$ cat src/rtl/sbus_wdt.sv
module sbus_wdt #(
  parameter int TICK_DIV  = 8,
  parameter int PER_SHORT = 16,
  parameter int PER_MID   = 64,
  parameter int PER_LONG  = 256
) (
  input  logic       clk,
  input  logic       por_n,
  input  logic       sys_rst,
  input  logic       scl,
  input  logic       sda,
  input  logic       wp,
  input  logic       cfg_we,
  input  logic [2:0] cfg_wdata,
  output logic [2:0] cfg_q,
  output logic       tmo
);
  localparam int PER_MAX = (PER_LONG > PER_MID) ? ((PER_LONG > PER_SHORT) ? PER_LONG : PER_SHORT)
                                                : ((PER_MID > PER_SHORT) ? PER_MID : PER_SHORT);
  localparam int CNT_W = $clog2(PER_MAX + 1);
  localparam int DIV_W = $clog2(TICK_DIV + 1);

  logic [2:0]       sda_sh, scl_sh;
  logic [CNT_W-1:0] cnt, limit;
  logic [DIV_W-1:0] pre;
  logic             armed;

  wire start   = sda_sh[2] & ~sda_sh[1] & scl_sh[2] & scl_sh[1];
  wire wr_ok   = cfg_we & ~(wp & cfg_q[2]);
  wire per_chg = wr_ok & (cfg_wdata[1:0] != cfg_q[1:0]);
  wire enabled = (cfg_q[1:0] != 2'b11);
  wire tick    = (pre == DIV_W'(TICK_DIV - 1));

  always_comb begin
    case (cfg_q[1:0])
      2'b00:   limit = CNT_W'(PER_SHORT);
      2'b01:   limit = CNT_W'(PER_MID);
      default: limit = CNT_W'(PER_LONG);
    endcase
  end

  always_ff @(posedge clk or negedge por_n) begin
    if (!por_n) begin
      sda_sh <= 3'b111;
      scl_sh <= 3'b111;
    end else begin
      sda_sh <= {sda_sh[1:0], sda};
      scl_sh <= {scl_sh[1:0], scl};
    end
  end

  always_ff @(posedge clk or negedge por_n) begin
    if (!por_n) begin
      cfg_q <= 3'b000;
      cnt   <= '0;
      pre   <= '0;
      armed <= 1'b1;
      tmo   <= 1'b0;
    end else begin
      tmo <= 1'b0;
      if (wr_ok) cfg_q <= cfg_wdata;
      if (sys_rst) begin
        cnt <= '0;
        pre <= '0;
      end else if (start) begin
        cnt   <= '0;
        pre   <= '0;
        armed <= 1'b1;
      end else if (per_chg) begin
        cnt <= '0;
        pre <= '0;
      end else if (armed && enabled) begin
        if (tick) begin
          pre <= '0;
          if (cnt == limit - CNT_W'(1)) begin
            cnt   <= '0;
            armed <= 1'b0;
            tmo   <= 1'b1;
          end else begin
            cnt <= cnt + 1'b1;
          end
        end else begin
          pre <= pre + 1'b1;
        end
      end
    end
  end

  a_r2_single_pulse: assert property (@(posedge clk) disable iff (!por_n)
    tmo |=> !tmo);
  a_r4_disabled_quiet: assert property (@(posedge clk) disable iff (!por_n)
    (cfg_q[1:0] == 2'b11) |=> !tmo);
  a_r8_hold_quiet: assert property (@(posedge clk) disable iff (!por_n)
    sys_rst |=> !tmo);
  a_r9_locked_write: assert property (@(posedge clk) disable iff (!por_n)
    (cfg_we && wp && cfg_q[2]) |=> $stable(cfg_q));
  a_r6_kick_restart: assert property (@(posedge clk) disable iff (!por_n)
    (start && !sys_rst) |=> (cnt == '0 && armed));
  a_r7_disarm: assert property (@(posedge clk) disable iff (!por_n)
    tmo |-> !armed);
endmodule

$ cat config.mk
export PLATFORM = sky130hd
export DESIGN_NAME = sbus_wdt
export DESIGN_NICKNAME = d
export VERILOG_FILES = /design/src/rtl/sbus_wdt.sv
export SDC_FILE = /design/constraint.sdc
export NUM_CORES = 1
export LEC_CHECK = 0
export ABC_AREA = 1
export BUFFER_PORTS_ARGS = -buffer_cell sky130_fd_sc_hd__buf_2
export CAP_MARGIN = 20
export CORE_MARGIN = 2
export CORE_UTILIZATION = 60
export CTS_CLUSTER_SIZE = 20
export DETAILED_ROUTE_END_ITERATION = 7
export MAX_ROUTING_LAYER = met4
export PLACE_DENSITY = 0.84
export REMOVE_ABC_BUFFERS = 1
export SLEW_MARGIN = 10
export SYNTH_ARGS = -nofsm -noshare
export SYNTH_HDL_FRONTEND = slang
export SYNTH_SLANG_ARGS = --single-unit
export TNS_END_PERCENT = 50
$ cat constraint.sdc
create_clock -name clk -period 3.9 [get_ports clk]
set_input_delay 0.39 -clock clk [delete_from_list [all_inputs] [get_ports clk]]
set_output_delay 0.39 -clock clk [all_outputs]
set_load 0.01 [all_outputs]
-- Word level (Yosys, flattened, before mapping)
Cells that the tools add are included.
- flip-flop bits (word level): 24
- input bits: 10
- output and inout bits: 4
- word-level logic and storage cells: 57
- add/sub/neg operators: 3
- equality and inequality tests: 6
- mux-type cells: 23
- bitwise gates (word level): 9
- reduce and logical (&&, ||, !) cells: 9
- operators by type and width (operator ; number):
    $mux W9 ; 6
    $mux W4 ; 5
    $pmux W9 S2 ; 1
    $mux W1 ; 11
    $add A9 B1 Y9 const B ; 1
    $eq A9 B9 Y1 ; 1
    $sub A9 B1 Y9 const B ; 1
    $reduce_bool A4 Y1 ; 2
    $and A1 B1 Y1 ; 6
    $reduce_bool A2 Y1 ; 3
    $reduce_and A5 Y1 ; 1
    $add A4 B1 Y4 const B ; 1
    $eq A4 B3 Y1 const B ; 1
    $ne A2 B2 Y1 const B ; 2
    $not A1 Y1 ; 3
    $eq A2 B1 Y1 const B ; 1
    $logic_not A2 Y1 ; 1
    $ne A2 B2 Y1 ; 1
    $reduce_and A2 Y1 ; 1
    $logic_and A1 B1 Y1 ; 1

-- Longest topological paths before layout
Gate-level depths: netlist of the first run.
- depth after elaboration: 10
- mapped depth: 11
- depth with buffers taken out: 11

-- Least setup slack after synthesis of the first run
Ideal clock, no wire load.
- path kind: reg-to-reg
- start: register cfg_q[0]
- end: register cnt[6]
- setup time: 121 ps
- arrival: 1730 ps
- data required time: 3779 ps
- slack: 2049 ps
- stages on the path, launching flop included: 11
- buffers on the path: 0
- period minus slack after synthesis: 1851 ps
- cell sequence: dfrtp_1 inv_1 nand2_1 ha_1 or2_0 a21oi_1 nand2_1 nor2_2 nor2_4 nor2_4 nor2_2
- word-level cells in the longest chain between the ends: 10
- elaborated cells between the ends (all ways): 18
- those cells by class: 1 x add/sub; 4 x eq/ne; 7 x mux; 1 x bitwise; 5 x reduce/logical
- RTL lines (item ; line ; RTL):
    start, declared ; 15 ; output logic [2:0] cfg_q,
    start signal, assigned ; 61 ; if (wr_ok) cfg_q <= cfg_wdata;
    $eq A2 B1 Y1 or $logic_not A2 Y1 (tied branches) ; 35 ; case (cfg_q[1:0])
    $pmux W9 S2 ; 35 ;
    $sub A9 B1 Y9 ; 75 ; if (cnt == limit - CNT_W'(1)) begin
    $eq A9 B9 Y1 ; 75 ;
    $mux W9 ; 75 ;
    $mux W9 ; 73 ; if (tick) begin
    $mux W9 ; 72 ; end else if (armed && enabled) begin
    $mux W9 ; 69 ; end else if (per_chg) begin
    $mux W9 ; 65 ; end else if (start) begin
    $mux W9 ; 62 ; if (sys_rst) begin
    end signal, assigned ; 80 ; cnt <= cnt + 1'b1;
    end, declared ; 24 ; logic [CNT_W-1:0] cnt, limit;
Parallel ways exist; a longest one is shown, timed or not. The select of a mux whose other input is x is not followed.
A chain may end at the register's enable or synchronous reset.

-- Worst setup path after layout of the first run
- start: register cfg_q[0]
- end: register cnt[4]
Same word-level chain as after synthesis.

==> impl_results.md, run 1 <==
- Combinational family with the most area after synthesis: simple AND/OR/NAND/NOR gates
- Adder and majority gate portion of the synthesized area: 3.846%
- Total negative slack for setup checks: 0 ps
- Top library cells by usage in the layout, fill and taps aside: nand2_1, inv_1, dfrtp_1, buf_2
- Crit path cell chain: inv_1, nand2_1, ha_1, or2_0, a21oi_1, nand2_1, nor2_2, nor2_4, nor2_4, nor2_1
- Number of buffers created by CTS: 3
- Xor/xnor cell area share of the yosys netlist: 4.712%
- Kind of launch point of the worst setup path: flop
- Signed area change from the synthesized netlist to the final layout: 11.63%
- Ratio of routed vias to standard cells: 5.089
- Fraction of the mapped netlist area in simple logic gates: 34.13%
- Insertion delay to the later sink of the worst-skew pair: 310 ps
- Arrival time at the worst endpoint: 2240 ps
- Final std cell area, no fill: 0.001453 mm^2
- Clock Pin Slew Worst Setup and Hold Paths: 130 ps
- Max Fanout on Critical Path: 7
- Depth of the CTS H-tree: 1
- Result of the run: finished clean
- Worst hold path type: in -> async
- Buffer levels on the longest clock path: 2
- Top Ports: 14
- Total number of vias: 1028
- Row count: 16
- Depth of the worst register-to-register path: 10
- Post-route DRC violation count: 0
- Length of routed met3 wiring: 57 um
- Wire length of the first global-routing pass: 4.236 mm
- Leak: 0.0007585 uW
- Reported max-cap violation count: 0
- Final nets: 190
- Drt initial violations: 10
- Average instance area after synthesis: 8.236 um^2
- Num Clock Sinks: 24
- Vias in the first global route: 1020
- Tot Pwr: 560.3 uW
- Number of synthesis warnings: 0
- Count of distinct cell types in the synthesized netlist: 25
- Multiplexer fraction of the synthesized cell area: 0%
- Min Clock Period, post-route: 2032 ps
- Most frequent standard cell in the layout excluding fill and tap cells: nand2_1
- Synthesized-area fraction occupied by ao, oa, aoi and oai cells: 3.846%
- Post-CTS setup repair buffer count: 0
- Met1 Routed Length: 1.094 mm
- Wirelength per Cell: 11.70 um
- Placed cells: 198
- Final hold violation count: 0
- Maximum number of pins on one net before global-route repair: 25
- Period utilization: 52.11%
- Total detailed-routing wirelength: 2.363 mm
- Number of hold buffers added after CTS: 0
- RSZ-0062 raised after global routing: false
- Die Span Y: 50.57 um
- Origin of the worst setup path: cfg_q[0]$_DFFE_PN0P_
- Chip width: 50.57 um
- Ys async rst share: 100.0%
- Worst-case clock skew: 6.775 ps
- Total half-perimeter wirelength after legalization and detailed placement: 1.807 mm
- Most used flip-flop cell after synthesis: dfrtp_1
- Cell type group with the largest total delay on the critical path: simple AND/OR/NAND/NOR gates
- Max-slew violation count: 0
- Fmax achieved: 492.1 MHz
- GP Congestion: 0.8395
- Leading post-synthesis cells by cell area: dfrtp_1, nand2_1, dfstp_2, inv_1, xor2_1
- Detailed-routing iteration count for the pre-antenna-repair pass: 4
- Met2 layer wire length in the routed design: 1.186 mm
- Power density cells: 385.7 mW/mm^2
- GR Util All Layers: 22.34%
- Post-layout util: 72.56%
- Startpoint of the worst-slack reg-to-reg timing path: cfg_q[0]$_DFFE_PN0P_
- Critical path depth: 10
- Share of layout cells above drive strength 1: 22.86%
- Cell with the largest stage delay on the worst path: dfrtp_1
- Highest metal layer with signal wires: met4
- Aggregate global routing overflow: 0
- Placeable Area: 0.002002 mm^2
- Slowest stage delay, CP: 470 ps
- Setup CP Type: reg -> reg
- Number of antenna repair diodes: 0
- PortBufs: 13
- Remaining max-slew budget at the tightest pin: 64.75%
- Number of enable-type register cells in the synthesized netlist: 0
- Sequential cell area fraction in the yosys report: 46.83%
- Post-cts gate resize count: 0
- Capturing element type of the critical path: flop
- Starting density of the core: 65.00%
- Sum of buffers and inverters on the critical path: 1
- Antenna Nets Post-Route: 0
- Required time of the critical path: 4100 ps
- Final Setup Violations: 0
- CTS tree: built
- Number of non-filler instances in the completed layout: 202
- Initial antenna violation count: 0
- Total Die Area: 0.002557 mm^2
- CTS root buf: clkbuf_4
- Actual transition at the worst max-transition pin: 528.8 ps
- Placement Cell Area: 0.001400 mm^2
- Post-Syn Area: 0.001301 mm^2
- Synth Register Bits: 24
- Number of instances in the synthesized netlist: 158
- Worst vdd ir: 0.2509 mV
- Top-area cell type share of the netlist area: 32.69%
- Cell type with the highest aggregate area in the netlist: dfrtp_1
[cell type report]
cell class | instances | area, um^2
sequential | 24 | 609.3
multi-input combinational | 111 | 605.6
fill | 156 | 549.3
inverter | 23 | 86.33
timing repair buffer | 13 | 65.06
tap | 27 | 33.78
clock inverter | 1 | 30.03
clock buffer | 3 | 22.52
[cell families after synthesis]
| kind of cell | count (synthesis) |
|---|---|
| AO/OA/AOI/OAI | 10 |
| XOR/XNOR | 7 |
| adder cells (fa/ha/maj) | 4 |
| buffers and inverters | 23 |
| flip-flops | 24 |
| AND/OR/NAND/NOR | 90 |
[cell usage after synthesis, types with 2 or more instances]
cell / instances
nor2_2: 3
o21ai_0: 5
nand4_1: 3
or2_0: 2
dfrtp_1: 17
nand3_1: 10
nand2_1: 50
a21oi_1: 4
nand2_4: 2
inv_1: 19
xor2_1: 6
nor2_1: 10
nor2_4: 2
nand2_2: 2
inv_2: 4
ha_1: 4
dfstp_2: 7
[metal layers]
metal | track usage (%) | up-vias
met5 | - | -
li1 | - | 523
met1 | 27.08 | 488
met4 | 6.757 | 0
met2 | 39.04 | 13
met3 | 2.679 | 4
[worst paths after layout]
| path | to | slack [ps] |
|---|---|---|
| worst min-delay path | pre[3]$_DFFE_PN0P_ | 40 |
| worst min register to register | sda_sh[1]$_DFF_PN1_ | 360 |
| worst max register to register | cnt[4]$_DFFE_PN0P_ | 1870 |
| max in group asynchronous | scl_sh[1]$_DFF_PN1_ | 3500 |
| min in group clk | sda_sh[0]$_DFF_PN1_ | 160 |
| worst max-delay path | cnt[4]$_DFFE_PN0P_ | 1870 |
[worst register-to-register path, cell delays in order (launching register included)]
cell and delay [ps]:
dfrtp_1 470, inv_1 100, nand2_1 100, ha_1 330, or2_0 240, a21oi_1 130
nand2_1 90, nor2_2 180, nor2_4 60, nor2_4 170, nor2_1 70
[report_power, final]
part	internal, uW	switching (uW)	leakage [uW]	total, uW
Sequential	267	13.9	0.000304	281
Clock	104	71.6	0.0000279	175
Combinational	38.4	65.7	0.000427	104
[registers in the layout, indices dropped and copies added, names as in the netlist]
name and count:
sda_sh 3, scl_sh 3, cnt 9, tmo 1, cfg_q 3, armed 1, pre 4
[metrics by stage]
step	hold WS, ps	setup slack [ps]
floorplan	94.41	2049
detailed placement	347.2	1916
CTS	47.13	1856
finish	35.11	1868
global placement	346.0	1980
global route	55.61	1709
(Power assumes the default switching activity.)
==> run 2, diff against run 1 <==
--- a/config.mk
+++ b/config.mk
@@ -5,15 +5,15 @@
 export SDC_FILE = /design/constraint.sdc
 export NUM_CORES = 1
 export LEC_CHECK = 0
-export ABC_AREA = 1
+export ABC_AREA = 0
 export BUFFER_PORTS_ARGS = -buffer_cell sky130_fd_sc_hd__buf_2
 export CAP_MARGIN = 20
 export CORE_MARGIN = 2
-export CORE_UTILIZATION = 60
+export CORE_UTILIZATION = 51
 export CTS_CLUSTER_SIZE = 20
 export DETAILED_ROUTE_END_ITERATION = 7
 export MAX_ROUTING_LAYER = met4
-export PLACE_DENSITY = 0.84
+export PLACE_DENSITY = 0.77
 export REMOVE_ABC_BUFFERS = 1
 export SLEW_MARGIN = 10
 export SYNTH_ARGS = -nofsm -noshare
==> constraint.sdc (replaced) <==
create_clock -name clk -period 1.8 [get_ports clk]
set_input_delay 0.18 -clock clk [delete_from_list [all_inputs] [get_ports clk]]
set_output_delay 0.18 -clock clk [all_outputs]
set_load 0.01 [all_outputs]
==> run 2 against run 1 <==
  * The flow now finishes with violations (setup timing)
  * Routed wire length is 18% higher
  * Non-clock buffer count grew 30
  * Worst setup slack worse by 2100 ps
  * Hold slack better by 50 ps
  * Critical path depth fell by 3
  * Via count increased by 1.8%
  * Sequential share of layout area down 6.1 points
  * Synthesized cell count decreased by 28%
==> impl_results.md, run 2 <==
- Initial antenna violation count: 0 (unchanged)
- Post-route DRC violation count: 0 (unchanged)
- Signed area change from the synthesized netlist to the final layout: 38.61%
- Most used flip-flop cell after synthesis: dfrtp_1
- Depth of the CTS H-tree: 1 (unchanged)
- Result of the run: complete, but fails checks
- Max-slew violation count: 0 (unchanged)
- Largest registers ranked by flip-flop count: cnt (9), pre (4)
- Power density cells: 763.9 mW/mm^2 (+98%)
- Max Fanout on Critical Path: 6 (-1)
- Crit path cell chain: or2_4, ha_4, xnor2_4, mux2i_4, nand2_2, or4b_1, a31oi_1
- Number of instances in the synthesized netlist: 114 (-28%)
- Cell type group with the largest total delay on the critical path: simple AND/OR/NAND/NOR gates
- Antenna Nets Post-Route: 0 (unchanged)
- Cell with the largest stage delay on the worst path: or4b_1
- Final hold violation count: 0 (unchanged)
- Slowest stage delay, CP: 470 ps (about the same)
- Post-layout util: 76.02% (+3.5 points)
- Buffer levels on the longest clock path: 2 (unchanged)
- Worst hold path type: in -> reg
- RSZ-0062 raised after global routing: true
- Period utilization: 113.2% (+61 points)
- Required time of the critical path: 2050 ps (-2050 ps)
- Number of antenna repair diodes: 0 (unchanged)
- Worst-case clock skew: 2.450 ps (-4.324 ps)
- Wire length of the first global-routing pass: 4.567 mm (+7.8%)
- Placeable Area: 0.002233 mm^2 (+12%)
- Actual transition at the worst max-transition pin: 522.3 ps (-6.436 ps)
- GR Util All Layers: 23.00% (+0.66 points)
- GP Congestion: 0.8256 (-1.7%)
- Share of layout cells above drive strength 1: 47.44% (+25 points)
- Die Span Y: 53.01 um (+4.8%)
- Leading post-synthesis cells by cell area: dfrtp_1, dfstp_2, ha_1, nand3_1, nand2_1
- Register with the most flip-flops: cnt
- Post-Syn Area: 0.001225 mm^2 (-5.9%)
- Row count: 17 (+1)
- Number of synthesis warnings: 0 (unchanged)
- Final Setup Violations: 10 (+10)
- Most frequent cells after synthesis: dfrtp_1, nand2_1, nand3_1
- CTS tree: built
- Vias in the first global route: 1039 (+1.9%)
- Capturing element type of the critical path: flop
- Total half-perimeter wirelength after legalization and detailed placement: 1.738 mm (-3.8%)
- Worst setup slack after layout: -238.4 ps (-2106 ps)
- Chip width: 53.01 um (+4.8%)
- Reported max-cap violation count: 0 (unchanged)
- Maximum number of pins on one net before global-route repair: 25 (unchanged)
- Total detailed-routing wirelength: 2.784 mm (+18%)
- Leak: 0.0007108 uW (-6.3%)
- Final nets: 171 (-10%)
- Ratio of routed vias to standard cells: 5.685 (+12%)
- Fmax achieved: 490.6 MHz (-0.30%)
- Arrival time at the worst endpoint: 2280 ps (+40 ps)
- Insertion delay to the later sink of the worst-skew pair: 320 ps (about the same)
- Top library cells by usage in the layout, fill and taps aside: buf_4, dfrtp_1, buf_2, nand2_1
- Aggregate global routing overflow: 0 (unchanged)
- Detailed-routing iteration count for the pre-antenna-repair pass: 4 (unchanged)
- Number of buffers created by CTS: 3 (unchanged)
- Sequential cell area fraction in the yosys report: 49.74% (+2.9 points)
- Total negative slack for setup checks: -1894 ps (-1894 ps)
- Top-count cell post-synth: dfrtp_1
- Drt initial violations: 31 (+21)
- Wirelength per Cell: 15.13 um (+29%)
- Clock Pin Slew Worst Setup and Hold Paths: 130 ps (about the same)
- Number of filler cells placed in the layout: 154 (-1.3%)
- Num Clock Sinks: 24 (unchanged)
- CTS root buf: clkbuf_4
- PortBufs: 13 (unchanged)
- Remaining max-slew budget at the tightest pin: 65.18% (+0.43 points)
- Synth Register Bits: 24 (unchanged)
- Setup CP Type: reg -> reg
- Top Ports: 14 (unchanged)
- Flip-flop count of the largest register, all copies and words added: 9 (unchanged)
- Total Die Area: 0.002810 mm^2 (+9.9%)
- Cell type with the highest aggregate area in the netlist: dfrtp_1
- Number of enable-type register cells in the synthesized netlist: 0 (unchanged)
- Starting density of the core: 54.85% (-10 points)
- Total number of vias: 1046 (+1.8%)
- Most frequent standard cell in the layout excluding fill and tap cells: buf_4
- Sum of buffers and inverters on the critical path: 0 (-1)
- Average instance area after synthesis: 10.74 um^2 (+30%)
- Worst vdd ir: 0.6568 mV (+160%)
- Top-area cell type share of the netlist area: 34.73% (+2.0 points)
- Count of distinct cell types in the synthesized netlist: 35 (+40%)
- Violated checks: setup timing
- Kind of launch point of the worst setup path: flop
- Min Clock Period, post-route: 2038 ps (+6.160 ps)
- Ys async rst share: 100.0% (unchanged)
==> run 2: cell types whose count changed after synthesis, sizes merged, moves of 4 or more <==
cell | before | now
a31oi | 0 | 4
buf | 0 | 4
inv | 23 | 0
nand2 | 54 | 13
nand2b | 0 | 4
nor2 | 16 | 5
nor3 | 1 | 5
==> run 2: timing repair <==
| item | CTS | global route |
|---|---|---|
| pin swaps | 7 | 5 |
| hold endpoints to repair | 20 | 0 |
| setup buffers | 7 | 3 |
| gates resized for setup | 19 | 6 |
| hold buffers | 4 | 0 |
| endpoints found under the setup margin | 10 | 13 |
==> run 2: report_power, final <==
part / internal [uW] / switching [uW] / total, uW
Combinational: 178 / 139 / 316
Clock: 225 / 164 / 389
Sequential: 572 / 19.5 / 592
Total: 975 / 322 / 1300
==> run 2: routing by layer <==
| layer | vias up | GRT usage, % | part of all wire, % |
|---|---|---|---|
| met1 | 501 | 28.81 | 44 |
| met5 | - | - | 0 |
| met4 | 0 | 7.265 | 1.6 |
| met3 | 8 | 3.955 | 4.1 |
| met2 | 39 | 38.13 | 51 |
| li1 | 498 | - | - |
==> run 2: final cells by class <==
cell class / count / area [um^2] / area share (%)
Clock buffer: 3 / 22.52 / 1.326
Clock inverter: 1 / 30.03 / 1.769
Multi-Input combinational cell: 85 / 685.7 / 40.38
Sequential cell: 24 / 609.3 / 35.89
Tap cell: 28 / 35.03 / 2.063
Timing Repair Buffer: 43 / 315.3 / 18.57
==> run 2: per-stage QoR <==
stage	hold slack (ps)	power, uW	instance area [um^2]	setup slack, ps	cells
after floorplan	-115.6	720.4	1189	-343.7	109
after global placement	179.8	804.5	1409	-225.3	166
after detailed placement	179.5	816.2	1409	-272.8	166
after CTS	80.54	1268	1643	-199.6	181
after global routing	97.79	1359	1698	-308.7	184
final	85.48	1297	1698	-238.4	184
==> run 2: cell families after synthesis <==
family	count (synthesis)	share of synthesized area [%]
xor+xnor	7	5.005
mux	4	3.473
compound gates	22	13.38
buf+inv	5	2.962
fa+ha+maj	4	4.086
flops	24	49.75
simple gates	48	21.35
==> run 2: worst reg2reg max path: cells and delay by family (launching register included) <==
family | cells | cell delay [ps]
AO/OA/AOI/OAI | 1 | 150
XOR/XNOR | 1 | 130
multiplexers | 1 | 200
AND/OR/NAND/NOR | 3 | 890
adder cells (fa/ha/maj) | 1 | 180
flip-flops | 1 | 430
==> run 2: worst paths after layout <==
path	from	endpoint	slack, ps	cells past startpoint
max	cfg_q[0]$_DFFE_PN0P_	cnt[8]$_DFFE_PN0P_	-240	7
min in group asynchronous	por_n	pre[0]$_DFFE_PN0P_	350	2
max reg2reg	cfg_q[0]$_DFFE_PN0P_	cnt[8]$_DFFE_PN0P_	-240	7
min	cfg_wdata[2]	cfg_q[2]$_DFFE_PN0P_	90	2
max in group asynchronous	por_n	scl_sh[0]$_DFF_PN1_	1080	2
min reg2reg	sda_sh[0]$_DFF_PN1_	sda_sh[1]$_DFF_PN1_	370	0
==> run 3, diff against run 2 <==
--- a/config.mk
+++ b/config.mk
@@ -9,11 +9,12 @@
 export BUFFER_PORTS_ARGS = -buffer_cell sky130_fd_sc_hd__buf_2
 export CAP_MARGIN = 20
 export CORE_MARGIN = 2
-export CORE_UTILIZATION = 51
+export CORE_UTILIZATION = 53
+export CTS_BUF_LIST = sky130_fd_sc_hd__clkbuf_8
 export CTS_CLUSTER_SIZE = 20
 export DETAILED_ROUTE_END_ITERATION = 7
 export MAX_ROUTING_LAYER = met4
-export PLACE_DENSITY = 0.77
+export PLACE_DENSITY = 0.79
 export REMOVE_ABC_BUFFERS = 1
 export SLEW_MARGIN = 10
 export SYNTH_ARGS = -nofsm -noshare
==> run 3 against run 2 <==
  * The run still ends with setup timing left
  * Critical path depth is the same
  * Fmax rose by 3.8%
  * Sequential share of layout area is 0.19 points higher
  * Final area fell by 0.52%
  * Routed wire length fell by 1.4%
  * Largest cell class unchanged
==> impl_results.md, run 3 (same netlist as run 2, synthesis figures left out) <==
- Result of the run: complete, but fails checks
- Violated checks: setup timing
- Remaining max-slew budget at the tightest pin: 66.20% (+1.0 points)
- Total half-perimeter wirelength after legalization and detailed placement: 1.816 mm (+4.5%)
- Worst hold path endpoint: armed$_DFFE_PN1P_
- Wirelength per Cell: 15.33 um (+1.3%)
- Vias in the first global route: 1011 (-2.7%)
- Most frequent standard cell in the layout excluding fill and tap cells: buf_4
- Total Die Area: 0.002712 mm^2 (-3.5%)
- Post-route DRC violation count: 0 (unchanged)
- Sum of buffers and inverters on the critical path: 0 (unchanged)
- Largest registers ranked by flip-flop count: cnt (9), pre (4)
- Aggregate global routing overflow: 0 (unchanged)
- Drt initial violations: 23 (-26%)
- Number of antenna repair diodes: 0 (unchanged)
- Detailed-routing iteration count for the pre-antenna-repair pass: 4 (unchanged)
- Depth of the worst register-to-register path: 7 (unchanged)
- Insertion delay to the later sink of the worst-skew pair: 270 ps (-50 ps)
- Power density cells: 821.5 mW/mm^2 (+7.5%)
- RSZ-0062 raised after global routing: true
- Reported max-cap violation count: 0 (unchanged)
- Clock Pin Slew Worst Setup and Hold Paths: 80 ps (-50 ps)
- Kind of launch point of the worst setup path: flop
- Max-slew violation count: 0 (unchanged)
- Worst-case clock skew: 4.886 ps (+2.435 ps)
- Setup CP Type: reg -> reg
- Cell depth of the worst min-delay path: 2 (unchanged)
- Maximum number of pins on one net before global-route repair: 25 (unchanged)
- Max Fanout on Critical Path: 7 (+1)
- CTS tree: built
- Ratio of routed vias to standard cells: 5.726 (+0.73%)
- Tot Pwr: 1388 uW (+7.0%)
- Chip width: 52.08 um (-1.8%)
- Fmax achieved: 509.2 MHz (+3.8%)
- Starting density of the core: 55.91% (+1.1 points)
- Depth of the CTS H-tree: 1 (unchanged)
- Share of layout cells above drive strength 1: 45.03% (-2.4 points)
- Flip-flop count of the largest register, all copies and words added: 9 (unchanged)
- Hold path start: sys_rst
- Period utilization: 109.1% (-4.1 points)
- Reg2reg end: cnt[8]$_DFFE_PN0P_
- Arrival time at the worst endpoint: 2150 ps (-130 ps)
- Buffer levels on the longest clock path: 2 (unchanged)
- Capturing element type of the critical path: flop
- Actual transition at the worst max-transition pin: 507.0 ps (-15.32 ps)
- Final nets: 166 (-2.9%)
- Worst vdd ir: 0.7821 mV (+19%)
- PortBufs: 13 (unchanged)
- Total number of vias: 1025 (-2.0%)
- Num Clock Sinks: 24 (unchanged)
- Total detailed-routing wirelength: 2.744 mm (-1.4%)
- GR Util All Layers: 22.77% (-0.23 points)
- Cell type group with the largest total delay on the critical path: simple AND/OR/NAND/NOR gates
- Top Ports: 14 (unchanged)
- Worst setup slack after layout: -163.9 ps (+74.49 ps)
- Worst R2R Setup Slack: -160 ps (+70 ps)
- Register with the most flip-flops: cnt
- Origin of the worst setup path: cfg_q[1]$_DFFE_PN0P_
- CTS root buf: clkbuf_8
- Required time of the critical path: 1990 ps (-60 ps)
- Die Span Y: 52.08 um (-1.8%)
- Placeable Area: 0.002191 mm^2 (-1.9%)
- Total negative slack for setup checks: -933.7 ps (+960.2 ps)
- Final hold violation count: 0 (unchanged)
- Slowest stage delay, CP: 440 ps (-30 ps)
- Antenna Nets Post-Route: 0 (unchanged)
- Min Clock Period, post-route: 1964 ps (-74.49 ps)
- Top library cells by usage in the layout, fill and taps aside: buf_4, dfrtp_1, buf_2, nand2_1, nand3_1
- Initial antenna violation count: 0 (unchanged)
- Number of buffers created by CTS: 3 (unchanged)
- GP Congestion: 0.8131 (-1.5%)
- Worst hold path type: in -> reg
- Final Setup Violations: 10 (unchanged)
- Placement Cell Area: 0.001409 mm^2 (unchanged)
- Post-layout util: 77.10% (+1.1 points)
- Signed area change from the synthesized netlist to the final layout: 37.90%
- Crit path cell chain: or2_4, ha_4, xnor2_4, a211oi_4, nand2_4, or4b_1, a31oi_1
- Cell with the largest stage delay on the worst path: or4b_1
- Row count: 17 (unchanged)
- Worst Hold Margin: 64.61 ps (-20.87 ps)
- Wire length of the first global-routing pass: 4.388 mm (-3.9%)
- Startpoint of the worst-slack reg-to-reg timing path: cfg_q[1]$_DFFE_PN0P_
- Leak: 0.0007042 uW (-0.92%)
- Final std cell area, no fill: 0.001689 mm^2 (-0.52%)
-- run 3: stage by stage --
step	setup slack (ps)	cells
global route	-252.0	179
global placement	-212.9	166
finish	-163.9	179
floorplan	-343.7	109
CTS	-175.5	174
detailed placement	-242.5	166
-- run 3: layer usage --
layer / track usage (%) / wire (um) / up-vias
met5: - / 0 / -
met4: 8.333 / 40 / 0
met3: 4.310 / 122 / 7
met2: 37.13 / 1423 / 37
met1: 28.25 / 1158 / 493
li1: - / - / 488
-- run 3: layout make-up --
type | instances | area [um^2]
Fill cell | 148 | 501.7
Multi-Input combinational cell | 85 | 701.9
Clock buffer | 3 | 41.29
Tap cell | 28 | 35.03
Clock inverter | 1 | 30.03
Sequential cell | 24 | 609.3
Timing Repair Buffer | 38 | 271.5
-- run 3: worst max path at each step --
| stage | end | cells past startpoint |
|---|---|---|
| 2_1_floorplan | cnt[7]$_DFFE_PN0P_ | 7 |
| 3_3_place_gp | cnt[7]$_DFFE_PN0P_ | 7 |
| 3_5_place_dp | cnt[8]$_DFFE_PN0P_ | 7 |
| 4_1_cts | cnt[8]$_DFFE_PN0P_ | 7 |
| 5_1_grt | cnt[7]$_DFFE_PN0P_ | 7 |
| 6_report | cnt[8]$_DFFE_PN0P_ | 7 |
-- run 3: power by group --
part           switching (uW)  total (uW)  internal, uW
logic                     147         332           185
clock network             168         466           297
registers                18.3         590           572
-- run 3: what timing repair did --
| action | 4_1_cts | 5_1_grt |
|---|---|---|
| setup buffers | 1 | 5 |
| hold buffers | 3 | 0 |
| cloned | 0 | 0 |
| setup endpoints to repair | 10 | 14 |
| resized for setup | 11 | 13 |
| pin swaps | 3 | 3 |
| hold endpoints to repair | 19 | 0 |
